<file path="config.mk">
export PLATFORM = sky130hd
export DESIGN_NAME = irq_flag_bank
export DESIGN_NICKNAME = d
export VERILOG_FILES = /design/src/rtl/irq_flag_bank.sv
export SDC_FILE = /design/constraint.sdc
export NUM_CORES = 1
export LEC_CHECK = 0
export ABC_AREA = 1
export CORE_MARGIN = 3
export CORE_UTILIZATION = 40
export DETAILED_ROUTE_END_ITERATION = 8
export GPL_TIMING_DRIVEN = 0
export PLACE_DENSITY = 0.78
export SLEW_MARGIN = 20
export SYNTH_ARGS = -nofsm -noshare
export SYNTH_HDL_FRONTEND = slang
export SYNTH_SLANG_ARGS = --single-unit
export TNS_END_PERCENT = 1
</file>
<file path="constraint.sdc">
create_clock -name clk -period 1.5 [get_ports clk]
set_input_delay 0.3 -clock clk [delete_from_list [all_inputs] [get_ports clk]]
set_output_delay 0.3 -clock clk [all_outputs]
set_load 0.02 [all_outputs]
</file>
<file path="src/rtl/irq_flag_bank.sv">
`timescale 1ns/1ps
module irq_flag_bank #(
  parameter int NREG = 3,
  parameter int WDT_BIT = 0,
  parameter int TEST_BIT = 23,
  parameter logic [NREG*8-1:0] RSVD_MASK = 24'h78_0000
) (
  input  logic                        clk,
  input  logic                        rst_n,
  input  logic                        wdt_interval,
  input  logic [NREG*8-1:0]           hw_req,
  input  logic                        ack_valid,
  input  logic [$clog2(NREG*8)-1:0]   ack_idx,
  input  logic                        wr_en,
  input  logic [1:0]                  wr_size,
  input  logic [$clog2(NREG+1)-1:0]   wr_addr,
  input  logic [2:0]                  wr_bit,
  input  logic [15:0]                 wr_data,
  input  logic [$clog2(NREG+1)-1:0]   rd_addr,
  output logic [7:0]                  rd_data,
  output logic [NREG*8-1:0]           flags,
  output logic                        irq_pending
);
  localparam int NF = NREG * 8;
  localparam logic [1:0] SZ_BIT  = 2'b00;
  localparam logic [1:0] SZ_BYTE = 2'b01;
  localparam logic [1:0] SZ_WORD = 2'b10;
  localparam logic [NF-1:0] TEST_MASK = NF'(1) << TEST_BIT;
  localparam logic [NF-1:0] VEC_MASK  = ~(RSVD_MASK | TEST_MASK);

  logic [NF-1:0] flag_q, wr_mask, wr_val, ack_mask, flag_d;
  logic          wr_in_range;

  assign wr_in_range = int'(wr_addr) < NREG;

  always_comb begin
    wr_mask = '0;
    wr_val  = '0;
    if (wr_en) begin
      case (wr_size)
        SZ_BIT: if (wr_in_range) begin
          wr_mask[int'(wr_addr) * 8 + int'(wr_bit)] = 1'b1;
          wr_val[int'(wr_addr) * 8 + int'(wr_bit)]  = wr_data[0];
        end
        SZ_BYTE: if (wr_in_range) begin
          wr_mask[int'(wr_addr) * 8 +: 8] = 8'hFF;
          wr_val[int'(wr_addr) * 8 +: 8]  = wr_data[7:0];
        end
        SZ_WORD: if (wr_addr == '0) begin
          wr_mask[15:0] = 16'hFFFF;
          wr_val[15:0]  = wr_data;
        end
        default: ;
      endcase
    end
  end

  always_comb begin
    ack_mask = '0;
    if (ack_valid && int'(ack_idx) < NF) ack_mask[ack_idx] = 1'b1;
  end

  always_comb begin
    flag_d = ((((flag_q & ~wr_mask) | (wr_val & wr_mask)) & ~ack_mask) | hw_req) & ~RSVD_MASK;
    if (!wdt_interval) flag_d[WDT_BIT] = 1'b0;
  end

  always_ff @(posedge clk) begin
    if (!rst_n) flag_q <= '0;
    else        flag_q <= flag_d;
  end

  assign flags       = flag_q;
  assign irq_pending = |(flag_q & VEC_MASK);
  assign rd_data     = (int'(rd_addr) < NREG) ? flag_q[int'(rd_addr) * 8 +: 8] : 8'h00;
endmodule


</file>
[Yosys cells after proc, flatten, opt, wreduce, memory -nomap -nowiden]
Index checks and enable logic that the tools add are counted.
Storage, ports and cells
  flip-flop bits (word level): 24
  output and inout bits: 33
  input port bits: 59
Cells by class
  magnitude comparators: 7
  reduce and logical (&&, ||, !) cells: 7
  add/sub/neg operators: 2
  bitwise gates (word level): 10
  equality and inequality tests: 2
  shifts and indexed selects: 4
  muxes and demuxes: 18
Operators with widths (number)
  24-bit two-way mux: 7
  24-bit bitwise AND: 6
  16-bit case mux with 3 select lines: 2
  24-bit inverter: 2
  24-bit bitwise OR: 2
  5-bit negation with 33-bit output: 1
  8-bit by 33-bit variable shift with 24-bit output (first input constant): 1
  8-bit by 33-bit indexed part select with 24-bit output: 1
  8-bit by 33-bit indexed part select with 24-bit output (first input constant): 1
  16-bit two-way mux: 2
  8-bit case mux with 2 select lines: 2
  24-bit by 6-bit indexed part select with 8-bit output: 1
  19-bit OR reduction: 1
  1-bit demux with 5-bit select: 2
  8-bit two-way mux: 1
  5-bit by 3-bit adder with 6-bit output: 1
  6-bit by 1-bit >= comparator with 1-bit output (second input constant): 1
  5-bit by 6-bit less-than comparator with 1-bit output (second input constant): 1
  6-bit less-than comparator (second input constant): 1
  5-bit by 1-bit >= comparator with 1-bit output (second input constant): 1
  5-bit less-than comparator (second input constant): 1
  2-bit zero test: 2
  2-bit less-than comparator (second input constant): 2
  1-bit logical AND: 3
  4 further kinds: 5

[Longest topological paths before layout]
  depth in word-level cells: 13
  gate-level depth with buffers: 12

[Least setup slack after synthesis]
Ideal clock, no wire load.
  kind: input to output
  start: in rd_addr[0]
  end: out rd_data[1]
  buffers on the path: 1
  stages on the path: 3
  data arrival time: 1.214 ns
  path slack: -0.014 ns
  path through: buf_1 nor2_1 o31ai_1
On the way
  word-level cells in the longest chain between the ends: 2
  elaborated cells on any way between the ends: 3
  classes of those cells: order compare: 1; shift: 1; mux: 1
RTL lines
  start, declared: RTL line 19  | input logic [$clog2(NREG+1)-1:0] rd_addr,
  24-bit by 6-bit indexed part select with 8-bit output or 2-bit less-than comparator (tied branches): RTL line 75  | assign rd_data = (int'(rd_addr) < NREG) ? flag_q[int'(rd_addr) * 8 +: 8] : 8'h00;
  8-bit two-way mux (*): RTL line 75
  end, declared: RTL line 20  | output logic [7:0] rd_data,
Mark *: on every way between the ends. The rest lies on a longest branch, timed or not.

[Worst setup path in the final report]
  start: reg flag_q[6] (netlist: flags[6])
  end: out irq_pending
On the way
  word-level cells in the longest chain between the ends: 1
RTL lines
  start, declared: RTL line 31  | logic [NF-1:0] flag_q, wr_mask, wr_val, ack_mask, flag_d;
  start signal, assigned: RTL line 70  | else flag_q <= flag_d;
  19-bit OR reduction: RTL line 74  | assign irq_pending = |(flag_q & VEC_MASK);
  end, declared: RTL line 22  | output logic irq_pending
Every way passes these cells.

==> tab_implementation.tex <==
\begin{tabular}{lr}
\hline
Metric & Value \\
\hline
\multicolumn{2}{l}{\textbf{Die}} \\
Full die area & 6790 um\^{}2 \\
Standard-cell row count & 27 \\
Floorplan Core Area & about 5600 um\^{}2 \\
Initial Utilization & 0.419 \\
Die height & between 80 and 90 um \\
Ports placed on the boundary & a little over 90 \\
Die span in x & about 80 um \\
\multicolumn{2}{l}{\textbf{Yosys}} \\
Total of flip-flops plus latches after synthesis & 20 \\
Post-synthesis cell type with the largest combined area & sky130\_fd\_sc\_hd\_\_nand2\_1 \\
Combined area of all synthesized cells & approximately 2300 um\^{}2 \\
Largest cells by area after synthesis & sky130\_fd\_sc\_hd\_\_nand2\_1, sky130\_fd\_sc\_hd\_\_dfxtp\_1, sky130\_fd\_sc\_hd\_\_inv\_1 \\
Number of distinct library cells after synthesis & 29 \\
Post-Syn Instances & between 400 and 500 \\
Fraction of synthesized cell area taken by the top area cell type & 0.297 \\
Number of warnings issued by yosys & 0 \\
Syn avg cell area & between 5 and 6 um\^{}2 \\
Sequential-to-total area share from yosys stat & 0.171 \\
\multicolumn{2}{l}{\textbf{CTS}} \\
Total CTS buffers & 3 \\
Level count of the clock H-tree & 1 \\
Cell chosen for the clock root & sky130\_fd\_sc\_hd\_\_clkbuf\_8 \\
CTS tree & done \\
Clock sink total & 20 \\
Bufs on Longest Clock Path & 2 \\
Worst skew pair latency & 260 ps \\
Post-CTS clock slew at the launch and capture registers of the worst setup and hold paths & 80 ps \\
\multicolumn{2}{l}{\textbf{Finish}} \\
Fin util & 0.640 \\
Synthesis-to-finish area growth & 52.7\% \\
Design area & between 3000 and 4000 um\^{}2 \\
Nets@finish & a little over 600 \\
Leading cell types in the layout, fill and taps excluded & sky130\_fd\_sc\_hd\_\_nand2\_1, sky130\_fd\_sc\_hd\_\_nor2\_1, sky130\_fd\_sc\_hd\_\_inv\_1, sky130\_fd\_sc\_hd\_\_clkdlybuf4s50\_1, sky130\_fd\_sc\_hd\_\_nand3\_1 \\
Layout cell share with drive strength beyond 1 & 0.206 \\
Antenna diode count & 0 \\
Largest register FFs & 20 \\
Number of fill cells & $\sim$530 \\
Most common cell after layout, fill and taps aside & sky130\_fd\_sc\_hd\_\_nand2\_1 \\
\multicolumn{2}{l}{\textbf{Timing}} \\
Slew Limit Fails & 0 \\
Post-route worst setup slack & -23.4 ps \\
Hold WS & between 400 and 500 ps \\
Final Skew & 0 ps \\
Final setup violation count & 1 \\
Period utilization & 1.02 \\
Minimum clock period & approximately 1500 ps \\
Setup repair after global routing missed its margin & yes \\
Final hold violation count & 0 \\
Timing-limited maximum frequency & 656 MHz \\
\multicolumn{2}{l}{\textbf{Setup path}} \\
Critical path capture point type & output pin \\
Category of the worst setup path launch point & flop \\
Data arrival time of the critical path & roughly 1200 ps \\
Top fanout value on the critical path & 4 \\
Required time at the endpoint of the critical path & about 1200 ps \\
Path type of the worst setup path & reg -> out \\
\multicolumn{2}{l}{\textbf{Placement}} \\
Gpl congestion & around 0.95 \\
DPL Wire Length & about 7 mm \\
Minimum setup slack after placement & -964 ps \\
Count of input and output buffers & 82 \\
Placed instance area & approximately 3300 um\^{}2 \\
\multicolumn{2}{l}{\textbf{Drt}} \\
Violation count after the first detailed-route iteration & $\sim$270 \\
Vias & approximately 3200 \\
Number of optimization iterations in the first detailed-route pass & 5 \\
Routed WL & approximately 8.9 mm \\
DRC violations left & 0 \\
Routed wirelength normalized by instance count & 14.3 um \\
Via density per instance & between 5 and 6 \\
ANT nets after route & 0 \\
\multicolumn{2}{l}{\textbf{Pwr}} \\
Sum of internal, switching and leakage power & 1.99 mW \\
Worst vdd ir & roughly 0.00044 V \\
Pwr/cell area & roughly 560 nW/um\^{}2 \\
Leak & between 1.5 and 2 nW \\
\multicolumn{2}{l}{\textbf{Flow run}} \\
Reported max-cap violation count & 0 \\
\multicolumn{2}{l}{\textbf{Global routing}} \\
First-pass GRT wire length & between 10 and 15 mm \\
Number of global-route vias before repair & $\sim$2900 \\
Maximum number of pins on one net before global-route repair & 13 \\
Global-route usage over all layers & 0.244 \\
Number of antenna violations at the first check in global routing & 0 \\
Remaining Overflow, GRT & 0 \\
\multicolumn{2}{l}{\textbf{Min path}} \\
Hold Crit Class & in -> reg \\
\multicolumn{2}{l}{\textbf{Outcome}} \\
Failing checks & negative setup slack \\
Result of the run & finished with violations \\
\hline
\end{tabular}
-- logic make-up after synthesis --
group / count (synthesis) / share of synthesized area
AO/OA/AOI/OAI: 40 / 0.101
adder cells (fa/ha/maj): 6 / 0.0322
AND/OR/NAND/NOR: 306 / 0.554
other: 1 / 0.00161
buffers and inverters: 80 / 0.140
flip-flops: 20 / 0.171
-- final cells by class --
cell class,instances,area (um^2),share of cell area
sequential,20,418,0.117
tap,72,90.1,0.0253
buffer,13,103,0.0288
timing repair buffer,93,842,0.236
clock inverter,1,30.0,0.00842
inverter,67,260,0.0730
clock buffer,3,41.3,0.0116
multi-input combinational,356,1780,0.500
-- critical path: stages, from the launching register on --
cell and delay [ps]:
sky130_fd_sc_hd__dfxtp_1 370, sky130_fd_sc_hd__nor4_1 280, sky130_fd_sc_hd__nand4_1 140, sky130_fd_sc_hd__buf_6 160
-- power by group --
group,total (mW),internal [mW],switching (mW)
registers,0.627,0.575,0.0520
clock network,0.557,0.357,0.200
logic,0.809,0.345,0.464
-- stage by stage --
step	instances	TNS [ps]
floorplan	456	-14.2
global placement	610	-20910
detailed placement	610	-22140
CTS	615	-1640
global route	625	-411
finish	625	-23.4
-- cell usage after synthesis --
library cell / count
sky130_fd_sc_hd__buf_2: 3
sky130_fd_sc_hd__buf_6: 1
sky130_fd_sc_hd__nand2_1: 185
sky130_fd_sc_hd__buf_1: 1
sky130_fd_sc_hd__a21oi_2: 2
sky130_fd_sc_hd__dfxtp_1: 20
sky130_fd_sc_hd__ha_1: 6
sky130_fd_sc_hd__nand4_1: 7
sky130_fd_sc_hd__and3_1: 1
sky130_fd_sc_hd__o21ai_1: 4
sky130_fd_sc_hd__conb_1: 1
sky130_fd_sc_hd__inv_1: 62
sky130_fd_sc_hd__o21ai_2: 2
sky130_fd_sc_hd__nor4_1: 2
sky130_fd_sc_hd__buf_4: 4
sky130_fd_sc_hd__a211oi_1: 4
sky130_fd_sc_hd__clkinv_1: 1
sky130_fd_sc_hd__o21ai_0: 3
sky130_fd_sc_hd__a21oi_1: 21
sky130_fd_sc_hd__nand2_4: 1
sky130_fd_sc_hd__nor3_1: 10
sky130_fd_sc_hd__nand3_1: 32
sky130_fd_sc_hd__inv_2: 4
sky130_fd_sc_hd__o31ai_1: 4
sky130_fd_sc_hd__nor2_4: 6
sky130_fd_sc_hd__nand2_2: 2
sky130_fd_sc_hd__clkbuf_1: 4
sky130_fd_sc_hd__nor2_2: 4
sky130_fd_sc_hd__nor2_1: 56
-- layer usage --
layer | vias to the layer above | routed length, um | GRT usage
li1 | 1601 | - | -
met2 | 145 | 4430 | 0.433
met5 | - | 0 | 0
met4 | 0 | 245 | 0.0631
met3 | 35 | 653 | 0.0434
met1 | 1429 | 3590 | 0.301
-- path summary, 6_finish.rpt --
| kind | from | slack, ps | cells past startpoint | end |
|---|---|---|---|---|
| max | flags[6]$_SDFF_PN0_ | -20 | 3 | irq_pending |
| min | wr_en | 450 | 5 | flags[11]$_SDFF_PN0_ |
| max reg2reg | flags[5]$_SDFF_PN0_ | 590 | 4 | flags[5]$_SDFF_PN0_ |
| min reg2reg | flags[9]$_SDFF_PN0_ | 600 | 4 | flags[9]$_SDFF_PN0_ |
-- repair_timing --
action | CTS | global route
buffers inserted | 0 | 10
gates resized for setup | 101 | 73
pin swaps | 0 | 13
hold buffers | 0 | 0
setup endpoints to repair | 49 | 28
gates cloned | 1 | 0
(Power assumes the default switching activity.)
